===== config.mk =====
export PLATFORM = sky130hd
export DESIGN_NAME = insertion_duel_ctrl
export DESIGN_NICKNAME = d
export VERILOG_FILES = /design/src/rtl/insdu_pkg.sv /design/src/rtl/insdu_classify.sv /design/src/rtl/insdu_lfsr.sv /design/src/rtl/insdu_duel_cnt.sv /design/src/rtl/insertion_duel_ctrl.sv
export SDC_FILE = /design/constraint.sdc
export NUM_CORES = 1
export LEC_CHECK = 0
export BUFFER_PORTS_ARGS = -buffer_cell sky130_fd_sc_hd__buf_2
export CAP_MARGIN = 10
export CORE_ASPECT_RATIO = 0.5
export CORE_UTILIZATION = 51
export CTS_BUF_LIST = sky130_fd_sc_hd__clkbuf_2
export CTS_CLUSTER_SIZE = 25
export DETAILED_ROUTE_END_ITERATION = 10
export MAX_ROUTING_LAYER = met4
export PLACE_DENSITY = 0.74
export SYNTH_ARGS = -nofsm -noshare
export SYNTH_HDL_FRONTEND = slang
export SYNTH_SLANG_ARGS = --single-unit

===== constraint.sdc =====
create_clock -name clk -period 4.01 [get_ports clk]
set_input_delay 0.2005 -clock clk [delete_from_list [all_inputs] [get_ports clk]]
set_output_delay 0.2005 -clock clk [all_outputs]
set_load 0.01 [all_outputs]

===== src/rtl/insdu_pkg.sv =====
package insdu_pkg;
    typedef enum logic [1:0] {
        GRP_FOLLOW   = 2'd0,
        GRP_LEAD_LRU = 2'd1,
        GRP_LEAD_BIP = 2'd2
    } grp_e;
endpackage


===== src/rtl/insdu_classify.sv =====
module insdu_classify
    import insdu_pkg::*;
#(
    parameter int SET_W   = 10,
    parameter int GROUP_W = 5
) (
    input  logic [SET_W-1:0] set_idx,
    output grp_e             grp
);
    localparam logic [GROUP_W-1:0] LRU_SLOT = '0;
    localparam logic [GROUP_W-1:0] BIP_SLOT = '1;

    logic [GROUP_W-1:0] slot;
    logic               unused_hi;

    assign slot      = set_idx[GROUP_W-1:0];
    assign unused_hi = ^set_idx;

    // leader groups are decided by the position within each block of sets
    always_comb begin
        if (slot == LRU_SLOT)      grp = GRP_LEAD_LRU;
        else if (slot == BIP_SLOT) grp = GRP_LEAD_BIP;
        else                       grp = GRP_FOLLOW;
    end
endmodule


===== src/rtl/insdu_lfsr.sv =====
module insdu_lfsr #(
    parameter int          W    = 16,
    parameter logic [W-1:0] MASK = 16'hB400,
    parameter logic [W-1:0] SEED = 16'hACE1
) (
    input  logic         clk,
    input  logic         rst_n,
    output logic [W-1:0] state
);
    logic [W-1:0] state_d;

    // Galois right shift, free running
    always_comb begin
        state_d = state >> 1;
        if (state[0]) state_d = state_d ^ MASK;
    end

    always_ff @(posedge clk) begin
        if (!rst_n) state <= SEED;
        else        state <= state_d;
    end
endmodule


===== src/rtl/insdu_duel_cnt.sv =====
module insdu_duel_cnt #(
    parameter int CNT_W = 10
) (
    input  logic             clk,
    input  logic             rst_n,
    input  logic             up,
    input  logic             dn,
    output logic [CNT_W-1:0] cnt
);
    localparam logic [CNT_W-1:0] CNT_MAX = '1;
    localparam logic [CNT_W-1:0] CNT_MIN = '0;
    localparam logic [CNT_W-1:0] CNT_MID = CNT_W'(1) << (CNT_W - 1);

    logic [CNT_W-1:0] cnt_d;

    // single step per leader miss, clamped at both ends
    always_comb begin
        cnt_d = cnt;
        unique case ({up, dn})
            2'b10:   if (cnt != CNT_MAX) cnt_d = cnt + 1'b1;
            2'b01:   if (cnt != CNT_MIN) cnt_d = cnt - 1'b1;
            default: cnt_d = cnt;
        endcase
    end

    // reset to the midpoint
    always_ff @(posedge clk) begin
        if (!rst_n) cnt <= CNT_MID;
        else        cnt <= cnt_d;
    end
endmodule


===== src/rtl/insertion_duel_ctrl.sv =====
module insertion_duel_ctrl
    import insdu_pkg::*;
#(
    parameter int SET_W   = 10,
    parameter int GROUP_W = 5,
    parameter int CNT_W   = 10,
    parameter int LFSR_W  = 16,
    parameter int EPS_W   = 5
) (
    input  logic             clk,
    input  logic             rst_n,
    input  logic             miss_valid,
    input  logic [SET_W-1:0] miss_set,
    input  logic             fill_valid,
    input  logic [SET_W-1:0] fill_set,
    output logic             fill_ack,
    output logic             fill_mru
);
    grp_e              miss_grp;
    grp_e              fill_grp;
    logic [CNT_W-1:0]  cnt_q;
    logic [LFSR_W-1:0] lfsr_q;
    logic              coin;
    logic              follow_bip;
    logic              cnt_up;
    logic              cnt_dn;
    logic              mru_d;

    insdu_classify #(.SET_W(SET_W), .GROUP_W(GROUP_W)) u_miss_cls (
        .set_idx (miss_set),
        .grp     (miss_grp)
    );

    insdu_classify #(.SET_W(SET_W), .GROUP_W(GROUP_W)) u_fill_cls (
        .set_idx (fill_set),
        .grp     (fill_grp)
    );

    insdu_lfsr #(.W(LFSR_W)) u_lfsr (
        .clk   (clk),
        .rst_n (rst_n),
        .state (lfsr_q)
    );

    assign cnt_up = miss_valid && (miss_grp == GRP_LEAD_LRU);
    assign cnt_dn = miss_valid && (miss_grp == GRP_LEAD_BIP);

    insdu_duel_cnt #(.CNT_W(CNT_W)) u_cnt (
        .clk   (clk),
        .rst_n (rst_n),
        .up    (cnt_up),
        .dn    (cnt_dn),
        .cnt   (cnt_q)
    );

    assign coin       = (lfsr_q[EPS_W-1:0] == '0);
    assign follow_bip = cnt_q[CNT_W-1];

    // decision from the pre-update counter
    always_comb begin
        unique case (fill_grp)
            GRP_LEAD_LRU: mru_d = 1'b1;
            GRP_LEAD_BIP: mru_d = coin;
            GRP_FOLLOW:   mru_d = follow_bip ? coin : 1'b1;
            default:      mru_d = 1'b1;
        endcase
    end

    // registered answer one cycle after the request
    always_ff @(posedge clk) begin
        if (!rst_n) begin
            fill_ack <= 1'b0;
            fill_mru <= 1'b0;
        end else begin
            fill_ack <= fill_valid;
            fill_mru <= fill_valid && mru_d;
        end
    end
endmodule


==> results.json, run 1 <==
{
  "status": "completed",
  "multiInputGateArea_um2": 805,
  "vdd_drop_max_mv": 0.211,
  "grt_pass1_wl_mm": 4.69,
  "hold_path.class": "input port to register",
  "holdBufCountCts": 0,
  "dieArea_um2": 2960,
  "dr.first_iter.drc_count": 37,
  "antenna_found_initial": 0,
  "row_count": 12,
  "setup_viol": 0,
  "top_layer_used": "met4",
  "die_h_um": 39.0,
  "root_buffer": "clkbuf_2",
  "grt_pass1_vias": 1024,
  "crit_fanout": 11,
  "finalNetCount": 204,
  "hold_ws_ns": 0.0601,
  "post-cts-setup-buffer-count": 0,
  "p_comb_frac": 0.071,
  "clk_latency_ns": 0.35,
  "synth-main-ff-cell": "dfxtp_1",
  "slew_violations": 0,
  "dieWidth_um": 75.9,
  "initial_core_util": 0.583,
  "gp_congestion": 0.832,
  "vias": 1167,
  "cp.arrival_ns": 2.68,
  "synth_cell_type_count": 43,
  "antenna_left": 0,
  "io_pins": 26,
  "seqCellArea_um2": 561,
  "drive_gt1_frac": 0.141,
  "maxCapViolations": 0,
  "fmax_ghz": 0.417,
  "tns_ns": 0,
  "switching_share": 0.205,
  "route.detailed.drc": 0,
  "htree_levels": 1,
  "finalCritPeriodShare": 0.599,
  "yosysSeqAreaShare": 0.403,
  "wl_met2_mm": 1.20,
  "wirelength_met1_mm": 1.40,
  "syn_area_per_cell_um2": 8.98,
  "synth_seq_cells": 28,
  "power.switching_mw": 0.102,
  "syn-num-nets": 188,
  "synthArstFlopShare": 0,
  "avgRoutedWirePerCell_um": 13.2,
  "postLayoutCoreUtil": 0.644,
  "clockBufferDepth": 2,
  "criticalPathCategory": "input port to register",
  "fin_skew_ns": 0.00374,
  "setup_slack_ns": 1.61,
  "syn_inst": 155,
  "p_int_mw": 0.395,
  "tightest_slew_ns": 0.805,
  "cts_buffers": 3,
  "viasPerCell": 5.69,
  "synth_edf_count": 0,
  "gr-total-overflow": 0,
  "grt_util_all_layers": 0.218,
  "core_um2": 2390,
  "grt_max_degree": 22,
  "place_ws_ns": 1.23,
  "cts.sinks": 28,
  "io_buffer_count": 15,
  "rsz0062_at_grt": "false",
  "routed_wl_mm": 2.70,
  "wl_met3_um": 90,
  "maxSlewHeadroom": 0.461,
  "synth_warnings": 0,
  "power_frac_seq": 0.598,
  "start_kind": "input port",
  "cts_resized": 0,
  "n_fill_cell": 207,
  "power_leakage_nw": 0.641,
  "dr.pass1.iters": 4,
  "required_ns": 4.29,
  "area_growth_pct": 10.3,
  "final_cell_mix": "dfxtp_1, buf_2, a21oi_1, and2_1",
  "diodes": 0,
  "power.density_nw_per_um2": 323,
  "final_common_cell": "dfxtp_1",
  "endpoint_kind": "register",
  "hold_viol_final": 0,
  "power_frac_clock": 0.331,
  "finalCriticalPeriod_ns": 2.40,
  "syn_area_um2": 1390,
  "hpwl_mm": 2.02,
  "cts.clk_slew.worst_paths_ns": 0.24,
  "cts_tree": "built"
}
critical path, stage by stage:
cell and delay [ns]:
buf_2 0.09, nand4_1 0.09, nor2_1 0.62, ha_1 0.39, a211oi_2 0.26, o21ai_1 0.15
a221o_1 0.39, or3_1 0.39, o311a_1 0.11
state kept, by name, indices dropped and copies added, names as in the netlist:
signal        count
u_cnt.cnt        10
fill_mru          1
fill_ack          1
u_lfsr.state     16
cell usage after synthesis (2+ instances only):
cell type	count	area, um2
nand3_1	7	35.0
or4_1	2	15.0
nand4_1	4	25.0
o21ai_0	8	40.0
nand2_1	8	30.0
nand2b_1	7	43.8
o22ai_1	2	12.5
ha_1	8	100
nor2b_1	2	12.5
a21oi_1	13	65.1
o211ai_1	5	37.5
and2_1	9	56.3
xnor2_1	4	35.0
dfxtp_1	28	561
nor4_1	3	18.8
nor3_1	8	40.0
xor2_1	5	43.8
nor2_1	7	26.3
per-layer routing:
layer  vias to the layer above  GRT usage
met1                       545      0.269
met4                         0     0.0433
met5                         -          -
li1                        598          -
met3                         2     0.0494
met2                        22      0.384
final timing paths:
kind	startpoint	endpoint	cells after the start	slack, ns
min	fill_valid	fill_ack$_SDFF_PN0_	2	0.06
max reg2reg	u_cnt.cnt[1]$_SDFFE_PN0P_	u_cnt.cnt[9]$_SDFFE_PN1P_	6	1.87
min reg2reg	u_lfsr.state[8]$_SDFF_PN0_	u_lfsr.state[7]$_SDFF_PN1_	1	0.44
max	miss_set[2]	u_cnt.cnt[9]$_SDFFE_PN1P_	9	1.61
per-stage QoR:
step | instance area, um2 | total power [mW] | instances
after floorplan | 1390 | 0.324 | 155
after global placement | 1490 | 0.336 | 201
after global routing | 1540 | 0.518 | 205
final | 1540 | 0.497 | 205
after CTS | 1540 | 0.500 | 205
after detailed placement | 1490 | 0.337 | 201
area by class of cell:
class / count / share of cell area
clock buffers: 3 / 0.00977
clock inverters: 1 / 0.0195
inverters: 2 / 0.00489
multi-input cells: 121 / 0.524
flip-flops and latches: 28 / 0.365
well taps: 35 / 0.0285
repair buffers: 15 / 0.0489
kinds of logic after synthesis:
kind of cell             count (synthesis)  synth area share
buffers and inverters                    6            0.0198
AO/OA/AOI/OAI                           41             0.192
AND/OR/NAND/NOR                         62             0.243
adder cells (fa/ha/maj)                  9            0.0863
flip-flops                              28             0.403
XOR/XNOR                                 9            0.0566
power groups by stage:
stage               sequential [mW]  clock, mW  combinational [mW]
CTS                           0.297      0.168              0.0349
detailed placement            0.303          0              0.0346
floorplan                     0.302          0              0.0222
global placement              0.303          0              0.0332
finish                        0.297      0.164              0.0351
global route                  0.299      0.180              0.0392
(Power assumes the default switching activity.)
==> run 2, diff against run 1 <==
--- a/config.mk
+++ b/config.mk
@@ -13,7 +13,7 @@
 export CTS_CLUSTER_SIZE = 25
 export DETAILED_ROUTE_END_ITERATION = 10
 export MAX_ROUTING_LAYER = met4
-export PLACE_DENSITY = 0.74
+export PLACE_DENSITY = 0.77
 export SYNTH_ARGS = -nofsm -noshare
 export SYNTH_HDL_FRONTEND = slang
 export SYNTH_SLANG_ARGS = --single-unit
==> constraint.sdc (replaced) <==
create_clock -name clk -period 2.1 [get_ports clk]
set_input_delay 0.105 -clock clk [delete_from_list [all_inputs] [get_ports clk]]
set_output_delay 0.105 -clock clk [all_outputs]
set_load 0.01 [all_outputs]
==> run 2 against run 1 <==
Compared with the run above:
- worst setup slack worse by 1.5 ns
- combinational power rose by 110%
- die area stayed put
- flip-flop and latch count stayed put
- critical path depth is 3 lower
- first-iteration DRC count rose by 140%
- total power is 94% higher
- largest power group unchanged
- hold slack worse by 0.041 ns
- via count increased by 9.2%
- sequential share of layout area decreased by 3.4 points
- sequential power rose by 91%
- clock power rose by 97%
- critical endpoint unchanged
==> results.json, run 2 (synthesized netlist as in run 1, its figures left out) <==
{
  "power.density_nw_per_um2": 568,
  "p_comb_frac": 0.075,
  "start_kind": "register",
  "p_int_mw": 0.759,
  "cts.sinks": 28,
  "initial_core_util": 0.583,
  "cp.arrival_ns": 2.31,
  "hold_viol_final": 0,
  "dr.pass1.iters": 4,
  "gr-total-overflow": 0,
  "grtUsageMet2": 0.425,
  "maxCapViolations": 0,
  "reg2reg_to": "u_cnt.cnt[9]$_SDFFE_PN1P_",
  "die_h_um": 39.0,
  "core_um2": 2390,
  "viasPerCell": 5.66,
  "hold_path.class": "input port to register",
  "postLayoutCoreUtil": 0.711,
  "reg2reg_depth": 6,
  "grt_pass1_wl_mm": 5.33,
  "htree_levels": 1,
  "finalCriticalPeriod_ns": 2.00,
  "cts_tree": "built",
  "grtUsageMet3": 0.0682,
  "routed_wl_mm": 3.08,
  "drive_gt1_frac": 0.237,
  "reg_top3": "u_lfsr.state (16), u_cnt.cnt (10)",
  "clockBufferDepth": 2,
  "largest_register_ff_count": 16,
  "power.switching_mw": 0.206,
  "io_pins": 26,
  "final_cells": 225,
  "root_buffer": "clkbuf_2",
  "area_growth_pct": 21.9,
  "antenna_left": 0,
  "finalPower_mw": 0.965,
  "top_usage_layer": "met2",
  "dr.first_iter.drc_count": 87,
  "diodes": 0,
  "r2r-start": "u_cnt.cnt[2]$_SDFFE_PN0P_",
  "setup_viol": 0,
  "hpwl_mm": 2.23,
  "io_buffer_count": 15,
  "route.detailed.drc": 0,
  "cts.clk_slew.worst_paths_ns": 0.26,
  "criticalPathCategory": "register to register",
  "vias": 1274,
  "dieWidth_um": 75.9,
  "power_leakage_nw": 0.741,
  "grt_max_degree": 22,
  "tightest_slew_ns": 0.558,
  "antenna_found_initial": 0,
  "met1_usage": 0.289,
  "n_fill_cell": 199,
  "power_frac_clock": 0.335,
  "slew_violations": 0,
  "avgRoutedWirePerCell_um": 13.7,
  "status": "completed",
  "rrSetupSlack_ns": 0.10,
  "largest-register": "u_lfsr.state",
  "final_common_cell": "dfxtp_1",
  "gp_congestion": 0.883,
  "vdd_drop_max_mv": 0.366,
  "row_count": 12,
  "clk_latency_ns": 0.38,
  "dp.cells": 219,
  "endpoint_kind": "register",
  "grt_util_all_layers": 0.248,
  "required_ns": 2.41,
  "power_frac_seq": 0.589,
  "stdcell_area_um2": 1700,
  "maxSlewHeadroom": 0.627,
  "crit_path_end": "u_cnt.cnt[9]$_SDFFE_PN1P_",
  "startpoint": "u_cnt.cnt[2]$_SDFFE_PN0P_",
  "switching_share": 0.213,
  "grt_pass1_vias": 1154,
  "rsz0062_at_grt": "false",
  "finalCritPeriodShare": 0.951,
  "cts_buffers": 3,
  "crit_fanout": 4,
  "dieArea_um2": 2960,
  "placed_area_um2": 1630,
  "fin_skew_ns": 0.0109,
  "fmax_ghz": 0.500,
  "final_cell_mix": "dfxtp_1, buf_4, buf_2, a21oi_1, and2_1",
  "finalNetCount": 224
}
## run 2: cell count changes in the layout (fill, tap and decap cells not counted)
cell	before	now
buf_4	0	19
dfxtp_1	28	27
dfxtp_2	0	1
dlygate4sd3_1	0	1
nor2_1	7	6
nor2_4	0	1
## run 2: critical path, stage by stage, from the launching register on
cell      delay (ns)
dfxtp_2         0.40
ha_1            0.30
o211ai_1        0.24
o21ai_1         0.12
a221o_1         0.38
or3_1           0.39
o311a_1         0.11
## run 2: repair_timing
| action | CTS | global route |
|---|---|---|
| resized for setup | 0 | 1 |
| buffers inserted | 0 | 1 |
| hold buffers | 1 | 0 |
| setup endpoints to repair | 0 | 1 |
| hold endpoints to repair | 1 | 0 |
## run 2: worst min path at each step
stage / startpoint / endpoint / slack, ns / cells after the start
finish: rst_n / u_lfsr.state[10]$_SDFF_PN1_ / 0.02 / 2
global route: rst_n / u_lfsr.state[10]$_SDFF_PN1_ / 0.01 / 2
CTS: rst_n / u_lfsr.state[10]$_SDFF_PN1_ / 0.01 / 2
detailed placement: fill_valid / fill_ack$_SDFF_PN0_ / 0.37 / 2
global placement: fill_valid / fill_ack$_SDFF_PN0_ / 0.34 / 2
floorplan: fill_valid / fill_ack$_SDFF_PN0_ / 0.25 / 1
## run 2: routing by layer
metal / vias to the layer above / wire length, um
li1: 643 / -
met3: 4 / 155
met5: - / 0
met4: 0 / 39
met1: 593 / 1480
met2: 34 / 1410
## run 2: layout make-up
class / count / area [um2] / area share
multi-input combinational: 121 / 812 / 0.478
clock buffer: 3 / 15.0 / 0.00884
timing repair buffer: 35 / 228 / 0.134
clock inverter: 1 / 30.0 / 0.0177
tap: 35 / 43.8 / 0.0258
inverter: 2 / 7.51 / 0.00442
sequential: 28 / 562 / 0.331
## run 2: per-stage QoR
stage                     TNS (ns)  setup slack (ns)  hold WS, ns
final                            0             0.102       0.0196
after floorplan                  0            0.0823        0.249
after CTS                        0            0.0764       0.0135
after global routing             0            0.0151       0.0140
after detailed placement   -0.0913           -0.0913        0.372
after global placement     -0.0422           -0.0422        0.336
## run 2: power by group through the flow
stage	registers, mW	logic [mW]	clock network (mW)
2_1_floorplan	0.576	0.0433	0
3_3_place_gp	0.578	0.0680	0
3_5_place_dp	0.578	0.0701	0
4_1_cts	0.569	0.0728	0.334
5_1_grt	0.572	0.0822	0.349
6_report	0.568	0.0727	0.323
==> run 3, diff against run 2 <==
==> constraint.sdc (replaced) <==
create_clock -name clk -period 1.8 [get_ports clk]
set_input_delay 0.09 -clock clk [delete_from_list [all_inputs] [get_ports clk]]
set_output_delay 0.09 -clock clk [all_outputs]
set_load 0.01 [all_outputs]
==> run 3 against run 2 <==
Compared with the run above:
- the flow now finishes with violations (setup timing)
- combinational power rose by 33%
- wire length rose by 33%
- register-to-register slack got worse by 0.19 ns
- hold slack got worse by 0.0024 ns
- clock power rose by 20%
- via count rose by 13%
- largest cell class unchanged
==> results.json, run 3 (synthesized netlist as in run 1, its figures left out) <==
{
  "cts.clk_slew.worst_paths_ns": 0.28,
  "power.switching_mw": 0.257,
  "grt_max_degree": 22,
  "whs_endpoint": "u_lfsr.state[11]$_SDFF_PN1_",
  "p_int_mw": 0.891,
  "gr-total-overflow": 0,
  "dr.pass1.iters": 4,
  "cp.arrival_ns": 2.21,
  "hold_viol_final": 0,
  "grt_pass1_vias": 1323,
  "diodes": 0,
  "fmax_ghz": 0.530,
  "status": "finished, violations left",
  "place_ws_ns": -0.369,
  "finalCriticalPeriod_ns": 1.89,
  "grt_pass1_wl_mm": 6.47,
  "worstHoldStart": "rst_n",
  "r2r-start": "u_cnt.cnt[1]$_SDFFE_PN0P_",
  "finalNetCount": 241,
  "gp_congestion": 0.946,
  "maxSlewHeadroom": 0.571,
  "maxCapViolations": 0,
  "finalCritPeriodShare": 1.05,
  "required_ns": 2.13,
  "avgRoutedWirePerCell_um": 16.9,
  "dieArea_um2": 2960,
  "reg2reg_to": "u_cnt.cnt[9]$_SDFFE_PN1P_",
  "largest_register_ff_count": 16,
  "io_buffer_count": 15,
  "power.density_nw_per_um2": 597,
  "initial_core_util": 0.583,
  "dp.cells": 231,
  "crit_fanout": 2,
  "critical-path-max-stage-delay_ns": 0.42,
  "violations": "setup timing",
  "dieWidth_um": 75.9,
  "rrSetupSlack_ns": -0.09,
  "tns_ns": -0.0854,
  "final_cell_mix": "buf_4, dfxtp_1, buf_2, a21oi_1",
  "tightest_slew_ns": 0.642,
  "fin_skew_ns": 0.0173,
  "final_common_cell": "buf_4",
  "power_frac_clock": 0.338,
  "hold_path.class": "input port to register",
  "n_fill_cell": 142,
  "endpoint_kind": "register",
  "p_comb_frac": 0.084,
  "reg2reg_depth": 6,
  "antenna_left": 0,
  "route.detailed.drc": 0,
  "cts_tree": "built",
  "setup_slack_ns": -0.0854,
  "grt_util_all_layers": 0.315,
  "viasPerCell": 5.95,
  "start_kind": "register",
  "final_cells": 242,
  "setup_viol": 1,
  "routed_wl_mm": 4.09,
  "rsz0062_at_grt": "true",
  "multiInputGateArea_um2": 888,
  "die_h_um": 39.0,
  "core_um2": 2390,
  "reg_top3": "u_lfsr.state (16), u_cnt.cnt (10)",
  "criticalPathCategory": "register to register",
  "switching_share": 0.224,
  "clk_latency_ns": 0.39,
  "crit_chain": "ha_4, a211oi_4, o21ai_2, a221o_1, or3_1, o311a_1",
  "postLayoutCoreUtil": 0.805,
  "largest-register": "u_lfsr.state",
  "power_leakage_nw": 0.834,
  "critPathSlowestCell": "dfxtp_2",
  "root_buffer": "clkbuf_2",
  "drive_gt1_frac": 0.367,
  "seqCellArea_um2": 566,
  "antenna_found_initial": 0,
  "vias": 1439,
  "htree_levels": 1,
  "area_growth_pct": 38.0,
  "cts_buffers": 3,
  "dr.first_iter.drc_count": 147,
  "row_count": 12,
  "power_frac_seq": 0.578,
  "hpwl_mm": 2.64,
  "whs_path_depth": 2,
  "io_pins": 26,
  "vdd_drop_max_mv": 0.375,
  "clockBufferDepth": 2,
  "slew_violations": 0,
  "cts.sinks": 28
}
[run 3: cell count changes in the layout (fill, tap and decap cells not counted), moves of 2 or more]
cell | previous run | this run
ha_4 | 0 | 3
dfxtp_2 | 1 | 4
o21ai_0 | 8 | 6
a21oi_1 | 13 | 11
a21oi_2 | 0 | 2
buf_4 | 19 | 34
dfxtp_1 | 27 | 24
ha_1 | 8 | 5
[run 3: how the worst max path moves through the flow]
stage / endpoint / slack [ns] / from / cells past startpoint
2_1_floorplan: u_cnt.cnt[9]$_SDFFE_PN1P_ / -0.20 / miss_set[2] / 8
3_3_place_gp: u_cnt.cnt[9]$_SDFFE_PN1P_ / -0.29 / miss_set[2] / 9
3_5_place_dp: u_cnt.cnt[9]$_SDFFE_PN1P_ / -0.37 / miss_set[2] / 9
4_1_cts: u_cnt.cnt[9]$_SDFFE_PN1P_ / -0.06 / u_cnt.cnt[1]$_SDFFE_PN0P_ / 6
5_1_grt: u_cnt.cnt[9]$_SDFFE_PN1P_ / -0.13 / u_cnt.cnt[1]$_SDFFE_PN0P_ / 6
6_report: u_cnt.cnt[9]$_SDFFE_PN1P_ / -0.09 / u_cnt.cnt[1]$_SDFFE_PN0P_ / 6
[run 3: power groups by stage]
stage          combinational (mW)  clock [mW]  sequential, mW
6_report                   0.0970       0.388           0.663
5_1_grt                     0.106       0.412           0.667
4_1_cts                    0.0925       0.387           0.663
3_5_place_dp               0.0884           0           0.674
3_3_place_gp               0.0844           0           0.673
2_1_floorplan              0.0505           0           0.672
[run 3: critical path, delay by kind of cell (launching register included)]
family | cells | cell delay [ns]
AND/OR/NAND/NOR | 1 | 0.33
flip-flops | 1 | 0.42
AO/OA/AOI/OAI | 4 | 0.86
adder cells (fa/ha/maj) | 1 | 0.21
[run 3: through the flow]
stage               hold WS [ns]  cell area (um2)  total power [mW]
floorplan                  0.234             1400             0.723
global placement           0.322             1720             0.757
detailed placement         0.332             1720             0.763
CTS                       0.0231             1890              1.14
global route              0.0112             1920              1.19
finish                    0.0172             1920              1.15
[run 3: timing repair]
action,CTS,global route
pin swaps,10,11
endpoints found under the hold margin,1,0
setup buffers,6,2
gates resized for setup,12,7
endpoints found under the setup margin,4,10
hold buffers,1,0
[run 3: area by class of cell]
type,count,area share
multi-input combinational,121,0.462
inverter,2,0.00391
clock buffer,3,0.00781
sequential,28,0.294
tap,35,0.0228
timing repair buffer,52,0.193
clock inverter,1,0.0156
[run 3: per-layer routing]
layer	part of all wire	vias up	global-route usage
li1	-	674	-
met2	0.48	66	0.555
met1	0.44	692	0.372
met3	0.067	7	0.0612
met5	0	-	-
met4	0.015	0	0.139
